## src/rtl/fram_pkg.sv

```systemverilog
package fram_pkg;

    localparam int FSEL_W = 5;

    typedef enum logic [3:0] {
        CLS_NONE,
        CLS_STUCK,
        CLS_TRANS,
        CLS_STATE,
        CLS_IDEM,
        CLS_INV,
        CLS_RDIR,
        CLS_RDDS,
        CLS_RET
    } fcls_e;

    // cond: aggressor state, transition direction (0 rising / 1 falling),
    //       or blocked source value for transition faults.
    // val : value forced onto the victim.
    typedef struct packed {
        fcls_e cls;
        logic  cond;
        logic  val;
    } fcfg_t;

    function automatic fcfg_t decode_fault(input logic [FSEL_W-1:0] code);
        fcfg_t c;
        logic [FSEL_W-1:0] k;
        c.cls  = CLS_NONE;
        c.cond = 1'b0;
        c.val  = 1'b0;
        k      = '0;
        if (code == 5'd1 || code == 5'd2) begin
            c.cls = CLS_STUCK;
            c.val = (code == 5'd2);
        end else if (code == 5'd3 || code == 5'd4) begin
            c.cls  = CLS_TRANS;
            c.cond = (code == 5'd4);
        end else if (code >= 5'd5 && code <= 5'd8) begin
            k      = code - 5'd5;
            c.cls  = CLS_STATE;
            c.cond = k[1];
            c.val  = k[0];
        end else if (code >= 5'd9 && code <= 5'd12) begin
            k      = code - 5'd9;
            c.cls  = CLS_IDEM;
            c.cond = k[1];
            c.val  = k[0];
        end else if (code == 5'd13 || code == 5'd14) begin
            c.cls  = CLS_INV;
            c.cond = (code == 5'd14);
        end else if (code == 5'd15 || code == 5'd16) begin
            c.cls  = CLS_RDIR;
            c.cond = (code == 5'd16);
        end else if (code == 5'd17 || code == 5'd18) begin
            c.cls  = CLS_RDDS;
            c.cond = (code == 5'd18);
        end else if (code == 5'd19) begin
            c.cls = CLS_RET;
        end
        return c;
    endfunction

endpackage

```

## src/rtl/fram_store.sv

```systemverilog
module fram_store #(
    parameter int ADDR_W = 3,
    parameter int DATA_W = 4,
    localparam int BIT_W = $clog2(DATA_W),
    localparam int DEPTH = 1 << ADDR_W
) (
    input  logic              clk,
    input  logic              rst,
    input  logic              wr_en,
    input  logic [ADDR_W-1:0] addr,
    input  logic [DATA_W-1:0] wdata,
    input  logic              fix_en,
    input  logic              fix_val,
    input  logic [ADDR_W-1:0] vic_addr,
    input  logic [BIT_W-1:0]  vic_bit,
    input  logic [ADDR_W-1:0] agg_addr,
    input  logic [BIT_W-1:0]  agg_bit,
    output logic [DATA_W-1:0] rd_word,
    output logic              vic_q,
    output logic              agg_q
);

    logic [DATA_W-1:0] mem [DEPTH];

    // Normal word write first, victim override second: the later
    // nonblocking assignment to the victim bit takes precedence.
    always_ff @(posedge clk) begin
        if (rst) begin
            for (int i = 0; i < DEPTH; i++) mem[i] <= '0;
        end else begin
            if (wr_en) mem[addr] <= wdata;
            if (fix_en) mem[vic_addr][vic_bit] <= fix_val;
        end
    end

    assign rd_word = mem[addr];
    assign vic_q   = mem[vic_addr][vic_bit];
    assign agg_q   = mem[agg_addr][agg_bit];

endmodule

```

## src/rtl/fram_retention.sv

```systemverilog
module fram_retention #(
    parameter int RET_LIMIT = 20,
    localparam int CNT_W = $clog2(RET_LIMIT + 1)
) (
    input  logic clk,
    input  logic rst,
    input  logic enable,
    input  logic access,
    output logic expire
);

    localparam logic [CNT_W-1:0] LAST = CNT_W'(RET_LIMIT - 1);

    logic [CNT_W-1:0] idle_cnt;

    assign expire = enable && !access && (idle_cnt == LAST);

    always_ff @(posedge clk) begin
        if (rst || !enable || access || expire) idle_cnt <= '0;
        else                                    idle_cnt <= idle_cnt + 1'b1;
    end

    assert_idle_bound_R9: assert property (@(posedge clk) disable iff (rst)
        idle_cnt < CNT_W'(RET_LIMIT));

    assert_access_restart_R9: assert property (@(posedge clk) disable iff (rst)
        access |=> (idle_cnt == '0));

endmodule

```

## src/rtl/fram_fault_logic.sv

```systemverilog
module fram_fault_logic
    import fram_pkg::*;
#(
    parameter int ADDR_W = 3,
    parameter int DATA_W = 4,
    localparam int BIT_W = $clog2(DATA_W)
) (
    input  fcfg_t             cfg,
    input  logic              we,
    input  logic              re,
    input  logic [ADDR_W-1:0] addr,
    input  logic [DATA_W-1:0] wdata,
    input  logic [ADDR_W-1:0] vic_addr,
    input  logic [BIT_W-1:0]  vic_bit,
    input  logic [ADDR_W-1:0] agg_addr,
    input  logic [BIT_W-1:0]  agg_bit,
    input  logic              vic_q,
    input  logic              agg_q,
    input  logic              ret_expire,
    output logic              fix_en,
    output logic              fix_val,
    output logic              rd_val
);

    logic vic_wr_hit, agg_wr_hit, rd_hit;
    logic v_wr, a_next, rise, fall, edge_hit, agg_match;

    always_comb begin
        vic_wr_hit = we && (addr == vic_addr);
        agg_wr_hit = we && (addr == agg_addr);
        rd_hit     = re && !we && (addr == vic_addr);
        v_wr       = vic_wr_hit ? wdata[vic_bit] : vic_q;
        a_next     = agg_wr_hit ? wdata[agg_bit] : agg_q;
        rise       = !agg_q && a_next;
        fall       = agg_q && !a_next;
        edge_hit   = cfg.cond ? fall : rise;
        agg_match  = (agg_q == cfg.cond);

        fix_val = v_wr;
        rd_val  = vic_q;
        unique case (cfg.cls)
            CLS_STUCK: begin
                fix_val = cfg.val;
                rd_val  = cfg.val;
            end
            CLS_TRANS: begin
                if (vic_wr_hit && vic_q == cfg.cond && wdata[vic_bit] != cfg.cond)
                    fix_val = vic_q;
            end
            CLS_STATE: begin
                if (a_next == cfg.cond) fix_val = cfg.val;
            end
            CLS_IDEM: begin
                if (edge_hit) fix_val = cfg.val;
            end
            CLS_INV: begin
                if (edge_hit) fix_val = !v_wr;
            end
            CLS_RDIR: begin
                if (rd_hit && agg_match) rd_val = !vic_q;
            end
            CLS_RDDS: begin
                if (rd_hit && agg_match) begin
                    rd_val  = !vic_q;
                    fix_val = !vic_q;
                end
            end
            CLS_RET: begin
                if (ret_expire) fix_val = !vic_q;
            end
            default: ;
        endcase
        fix_en = (cfg.cls != CLS_NONE);
    end

endmodule

```

## src/rtl/fault_ram.sv

```systemverilog
module fault_ram
    import fram_pkg::*;
#(
    parameter int ADDR_W    = 3,
    parameter int DATA_W    = 4,
    parameter int RET_LIMIT = 20,
    localparam int BIT_W    = $clog2(DATA_W)
) (
    input  logic              clk,
    input  logic              rst,
    input  logic              we,
    input  logic              re,
    input  logic [ADDR_W-1:0] addr,
    input  logic [DATA_W-1:0] wdata,
    output logic [DATA_W-1:0] rdata,
    input  logic [4:0]        fault_sel,
    input  logic [ADDR_W-1:0] vic_addr,
    input  logic [BIT_W-1:0]  vic_bit,
    input  logic [ADDR_W-1:0] agg_addr,
    input  logic [BIT_W-1:0]  agg_bit
);

    fcfg_t             cfg;
    logic              cfg_val, cfg_cond;
    logic [DATA_W-1:0] rd_word, rd_mux;
    logic              vic_q, agg_q, fix_en, fix_val, rd_val;
    logic              ret_expire, vic_access;

    assign cfg        = decode_fault(fault_sel);
    assign cfg_val    = cfg.val;
    assign cfg_cond   = cfg.cond;
    assign vic_access = (we || re) && (addr == vic_addr);

    fram_store #(.ADDR_W(ADDR_W), .DATA_W(DATA_W)) u_store (
        .clk(clk), .rst(rst), .wr_en(we), .addr(addr), .wdata(wdata),
        .fix_en(fix_en), .fix_val(fix_val),
        .vic_addr(vic_addr), .vic_bit(vic_bit),
        .agg_addr(agg_addr), .agg_bit(agg_bit),
        .rd_word(rd_word), .vic_q(vic_q), .agg_q(agg_q)
    );

    fram_retention #(.RET_LIMIT(RET_LIMIT)) u_ret (
        .clk(clk), .rst(rst), .enable(cfg.cls == CLS_RET),
        .access(vic_access), .expire(ret_expire)
    );

    fram_fault_logic #(.ADDR_W(ADDR_W), .DATA_W(DATA_W)) u_logic (
        .cfg(cfg), .we(we), .re(re), .addr(addr), .wdata(wdata),
        .vic_addr(vic_addr), .vic_bit(vic_bit),
        .agg_addr(agg_addr), .agg_bit(agg_bit),
        .vic_q(vic_q), .agg_q(agg_q), .ret_expire(ret_expire),
        .fix_en(fix_en), .fix_val(fix_val), .rd_val(rd_val)
    );

    always_comb begin
        rd_mux = rd_word;
        if (addr == vic_addr) rd_mux[vic_bit] = rd_val;
    end

    always_ff @(posedge clk) begin
        if (rst)             rdata <= '0;
        else if (re && !we)  rdata <= rd_mux;
    end

    assert_plain_read_R1: assert property (@(posedge clk) disable iff (rst)
        (cfg.cls == CLS_NONE && re && !we) |=> rdata == $past(rd_word));

    assert_write_wins_R1: assert property (@(posedge clk) disable iff (rst)
        (we) |=> $stable(rdata));

    assert_stuck_hold_R2: assert property (@(posedge clk) disable iff (rst)
        (cfg.cls == CLS_STUCK) |=> vic_q == $past(cfg_val));

    assert_trans_block_R3: assert property (@(posedge clk) disable iff (rst)
        (cfg.cls == CLS_TRANS && we && addr == vic_addr && vic_q == cfg_cond)
        |=> vic_q == $past(cfg_cond));

    assert_ird_keeps_R7: assert property (@(posedge clk) disable iff (rst)
        (cfg.cls == CLS_RDIR && re && !we) |=> $stable(vic_q));

    assert_rdd_flips_R8: assert property (@(posedge clk) disable iff (rst)
        (cfg.cls == CLS_RDDS && re && !we && addr == vic_addr && agg_q == cfg_cond)
        |=> vic_q != $past(vic_q));

endmodule

```

## config.mk

```make
export PLATFORM = sky130hd
export DESIGN_NAME = fault_ram
export DESIGN_NICKNAME = d
export VERILOG_FILES = /design/src/rtl/fram_pkg.sv /design/src/rtl/fram_store.sv /design/src/rtl/fram_retention.sv /design/src/rtl/fram_fault_logic.sv /design/src/rtl/fault_ram.sv
export SDC_FILE = /design/constraint.sdc
export NUM_CORES = 1
export LEC_CHECK = 0
export ABC_AREA = 1
export BUFFER_PORTS_ARGS = -buffer_cell sky130_fd_sc_hd__buf_2
export CORE_MARGIN = 2
export CORE_UTILIZATION = 59
export CTS_CLUSTER_SIZE = 16
export DETAILED_ROUTE_END_ITERATION = 7
export PLACE_DENSITY_LB_ADDON = 0.15
export SLEW_MARGIN = 20
export SYNTH_ARGS = -nofsm -noshare
export SYNTH_HDL_FRONTEND = slang
export SYNTH_HIERARCHICAL = 1
export SYNTH_SLANG_ARGS = --single-unit
```

## constraint.sdc

```tcl
create_clock -name clk -period 3.8 [get_ports clk]
set_clock_uncertainty 0.15 [all_clocks]
set_input_delay 0.57 -clock clk [delete_from_list [all_inputs] [get_ports clk]]
set_output_delay 0.57 -clock clk [all_outputs]
set_load 0.01 [all_outputs]
```

; ---- Word level (Yosys, flattened, before mapping)
; Memories as Yosys holds them, arrays and structs flattened.
; Index checks and enable logic that the tools add are counted.
[totals]
register_bits = 9
latch_bits = 0
ram_bits = 32
rom_bits = 0
elab_cells = 125
mem_count = 1
[classes]
addsub = 3
mul = 0
n_div = 0
n_lt_le_gt_ge = 7
n_eq_ne = 26
n_shift = 0
muxes = 51
bitwise_logic = 0
n_reduce_logical = 35
[mem_list]
columns = name, depth, word_bits, rd, rd_clocked_by_memory_dff, write_ports, line
row1 = u_store.mem, 8, 4, 3, 0, 8, fram_store.sv:23  ; logic [DATA_W-1:0] mem [DEPTH];
[ops]
columns = cell, count
row1 = 4-bit 2-to-1 mux, 8
row2 = 1-bit 2-to-1 mux, 28
row3 = 5-bit equality test (second input constant), 5
row4 = 5-bit 2-to-1 mux, 4
row5 = 4-bit by 3-bit equality test with 1-bit output (second input constant), 4
row6 = 5-bit by 4-bit equality test with 1-bit output (second input constant), 3
row7 = 1-bit logical AND, 15
row8 = 5-bit by 2-bit equality test with 1-bit output (second input constant), 2
row9 = 5-bit by 4-bit <= comparator with 1-bit output (second input constant), 2
row10 = 1-bit logical OR, 9
row11 = 1-bit binary-select mux with 2-bit select, 4
row12 = 4-bit by 2-bit equality test with 1-bit output (second input constant), 2
row13 = 4-bit OR reduction, 2
row14 = 1-bit logical NOT, 7
row15 = 1-bit one-hot mux with 7 select lines, 1
row16 = 3-bit equality test, 2
row17 = 2-bit by 3-bit less-than comparator with 1-bit output (second input constant), 2
row18 = 3-bit 2-to-1 mux, 2
row19 = 6-bit 2-to-1 mux, 1
row20 = 5-bit by 1-bit adder with 5-bit output (second input constant), 1
row21 = 5-bit by 1-bit equality test with 1-bit output (second input constant), 1
row22 = 5-bit by 3-bit equality test with 1-bit output (second input constant), 1
row23 = 5-bit by 3-bit greater-or-equal comparator with 1-bit output (second input constant), 1
row24 = 5-bit by 4-bit greater-or-equal comparator with 1-bit output (second input constant), 1
row25 = other kinds (11), 14

; ---- Depth between registers and ports, before layout
[logic_depth]
word_depth = 15
ltp_mapped = 25
ltp_nobuf = 23

; ---- Modules after synthesis
; Netlist, hierarchy kept.
[by_module_without_submodules]
columns = module, instances, cells_each, area_each_um2, seq_area_each_um2
row1 = fram_store, 1, 449, 2854.0, 960.9
row2 = fault_ram, 1, 138, 684.4, 80.1
row3 = fram_fault_logic, 1, 135, 611.8, 0.0
row4 = fram_retention, 1, 33, 249.0, 100.1

; ---- Worst setup path before layout
; OpenSTA, ideal clock, no wires.
[synth_path]
kind = input to register
from = in fault_sel[0]
to = mem u_store.mem[0][0], data pin
setup_ns = 0.269
t_arrival_ns = 2.552
required_ns = 3.381
setup_slack_ns = 0.829
stages = 21
cell_sequence = inv_1 ha_1 inv_1 nand2_1 nand3_1 nand2_1 nand2_1 nand4_1 nand3_1 inv_2 nand2_1 nand4_1 nor2_2 nand2_2 nand3_2 a21oi_2 nor2_1 nand4_1 inv_1 clkbuf_1 o21ai_0
[synth_lines]
columns = element, line
row1 = from (decl), fault_ram.sv:16  ; input logic [4:0] fault_sel,
row2 = to (decl), fram_store.sv:23

==> summary.md <==
| Metric | Value |
|---|---|
| Status | complete, no violations |
| Residual DRC | 0 |
| Syn_nets | 786 |
| Area leader, netlist | nand2_1 |
| Max H-tree Level | 2 |
| Worst Path Required | 3.69 ns |
| DR pass1 iterations | 6 |
| Vias/cell | 5.88 |
| Detailed Route WL | 13500 um |
| Gate Count Post-Synth | 755 |
| Post-DR wirelength/cell | 15.5 um |
| Placed Cells | 865 |
| Worst-path clk slew | 0.09 ns |
| PostCTS Resize Cnt | 0 |
| #FFs+latches synth | 41 |
| Final TNS setup | 0 ns |
| Crit-path max cell delay | 0.37 ns |
| Row count | 31 |
| Die Span Y | 90.4 um |
| Setup-failing EPs final | 0 |
| Via count | 5130 |
| Boundary pin count | 30 |
| Gr ovfl total | 0 |
| Slew Viols, Final | 0 |
| Slew Limit Headroom | 57.6% |
| Synth top area share | 28.2% |
| CTS tree | done |
| CP top delay family | simple AND/OR/NAND/NOR gates |
| Sink Count | 41 |
| Fin cells | 873 |
| Bufs on Longest Clock Path | 2 |
| Number of diodes | 0 |
| Leakage | 0.00226 uW |
| Number of global-route vias before repair | 4638 |
| MaxCap Viol Count | 0 |
| CP max stage cell | inv_1 |
| Die Footprint | 8160 um^2 |
| Pwr dens | 261 nW/um^2 |
| Worst-Margin Slew | 0.631 ns |
| CTS Root Cell | clkbuf_8 |
| Fmax | 310 MHz |
| Post-CTS Hold Fix Bufs | 0 |
| Yosys warns | 6 |
| Synth-to-layout area growth | 6.31% |
| Mapped Area | 4400 um^2 |
| Worst setup SP type | primary input |
| HPWL after detailed placement | 10500 um |
| DP Area | 4580 um^2 |
| Final instance area | 4680 um^2 |
| Initial antenna violation count | 0 |
| Final Critical Period | 3.22 ns |
| Nets@finish | 804 |
| Synth area leaders | nand2_1 (28%), edfxtp_1 (22%), nand3_1 (11%) |
| Fin crit share | 84.9% |
| Syn_area_per_cell | 5.83 um^2 |
| # port buffers | 29 |
| Worst setup EP type | flop |
| Antenna-violating nets left | 0 |
| Core box area | 7250 um^2 |
| Peak VDD IR | 0.166 mV |
| HP Class | flop to flop |
| CTS Buf Count | 5 |
| Total track usage | 33.6% |
| Netlist cell types | 34 |
| Initial drt markers | 662 |
| Initial Utilization | 60.7% |
| RSZ-0062 raised after global routing | no |
| Seq/Total Area, Yosys | 25.9% |
| Total chip power | 1220 uW |
| Final Hold Vio Count | 0 |
| Clock Latency Late Sink | 0.31 ns |
| Horiz. Die Dim | 90.4 um |
| Crit path max fanout | 32 |
| Worst path most repeated cell | nand2_1 |
| Postcts setup bufs | 0 |
| Worst hold margin | 0.321 ns |
| Critical path type | primary input to flop |
| First-pass GRT wire length | 21900 um |
| CP Data Arrival Time | 3.11 ns |
| Largest net degree at the start of global routing | 33 |
| Layout cells sized above 1 | 12.7% |
| Buffers and inverters on the worst path | 5 |
| Crit-path cells | buf_2 > inv_1 > nand2_1 > nand3_1 > nand3_1 > nand2_1 > nand2_1 > nand2_1 > nand2_1 > nand2_1 > inv_1 > nand2_1 > nand4_1 > nor2_2 > nand2_2 > nand3_2 > a21oi_2 > nor2_1 > nand4_1 > inv_1 > buf_4 > o21ai_0 |
| Gpl congestion | 0.975 |
registers in the layout, indices dropped and copies added, names as in the netlist:
register,cells
u_store/mem,32
u_ret/idle_cnt,5
rdata,4
kinds of logic after synthesis:
group	Yosys count	synth area share, %
buffers and inverters	107	9.78
AO/OA/AOI/OAI	58	7.03
flip-flops	41	25.9
XOR/XNOR	2	0.398
adder cells (fa/ha/maj)	5	1.42
AND/OR/NAND/NOR	542	55.4
cells in the final DEF, fill, tap and decap left out, drive strengths merged, types with 15 or more instances in the layout:
master,n
nand2,341
nand3,106
edfxtp,32
nor3,17
inv,87
nand4,17
a21oi,15
o21ai,39
buf,32
nor2,56
cells in the mapped netlist, drive strengths merged:
cell type / n
edfxtp: 32
nor4: 4
a211oi: 1
nand2: 341
a31oi: 1
nand3: 106
clkbuf: 4
o2111ai: 2
xnor2: 2
nor2: 56
or2: 1
o21ai: 39
dfxtp: 9
ha: 5
nand4: 17
buf: 17
nor3: 17
a21oi: 15
inv: 86
final cells by class:
class                   count  area, um^2
repair buffers             32         168
clock inverters             3        25.0
clock buffers               5        68.8
well taps                  99         124
flip-flops and latches     41        1140
multi-input cells         607        2830
inverters                  86         323
fillers                   696        2580
worst paths after layout:
| path | from | to | slack, ns | cells past startpoint |
|---|---|---|---|---|
| min reg2reg | u_ret/idle_cnt[0] | u_ret/idle_cnt[0] | 0.32 | 1 |
| max reg2reg | u_store/mem[4][3] | u_store/mem[7][3] | 0.96 | 20 |
| min | u_ret/idle_cnt[0] | u_ret/idle_cnt[0] | 0.32 | 1 |
| max | agg_addr[0] | u_store/mem[7][3] | 0.58 | 22 |
stage by stage:
| step | utilization (%) | setup slack, ns |
|---|---|---|
| floorplan | - | 0.829 |
| global placement | 63.2 | 0.406 |
| detailed placement | 63.2 | 0.317 |
| CTS | 64.5 | 0.639 |
| global route | 64.5 | 0.231 |
| finish | 64.5 | 0.575 |
worst register-to-register path, delay by kind of cell (launching register included):
family | cells | cell delay [ns]
compound gates | 2 | 0.24
flops | 1 | 0.49
buf+inv | 3 | 0.46
simple gates | 15 | 1.23
metal layers:
metal  global-route usage, %  up-vias  wire length [um]
met5                       0        -                 0
met4                    15.9        0               566
met3                    6.93       51              1790
met2                    54.4      321              6060
met1                    42.8     2281              5130
li1                        -     2477                 -
power by group:
| group | internal (uW) | switching, uW |
|---|---|---|
| Clock | 133 | 183 |
| Sequential | 504 | 26.9 |
| Combinational | 106 | 270 |
| Total | 742 | 480 |
No activity file was read; power rests on OpenSTA's default activity.
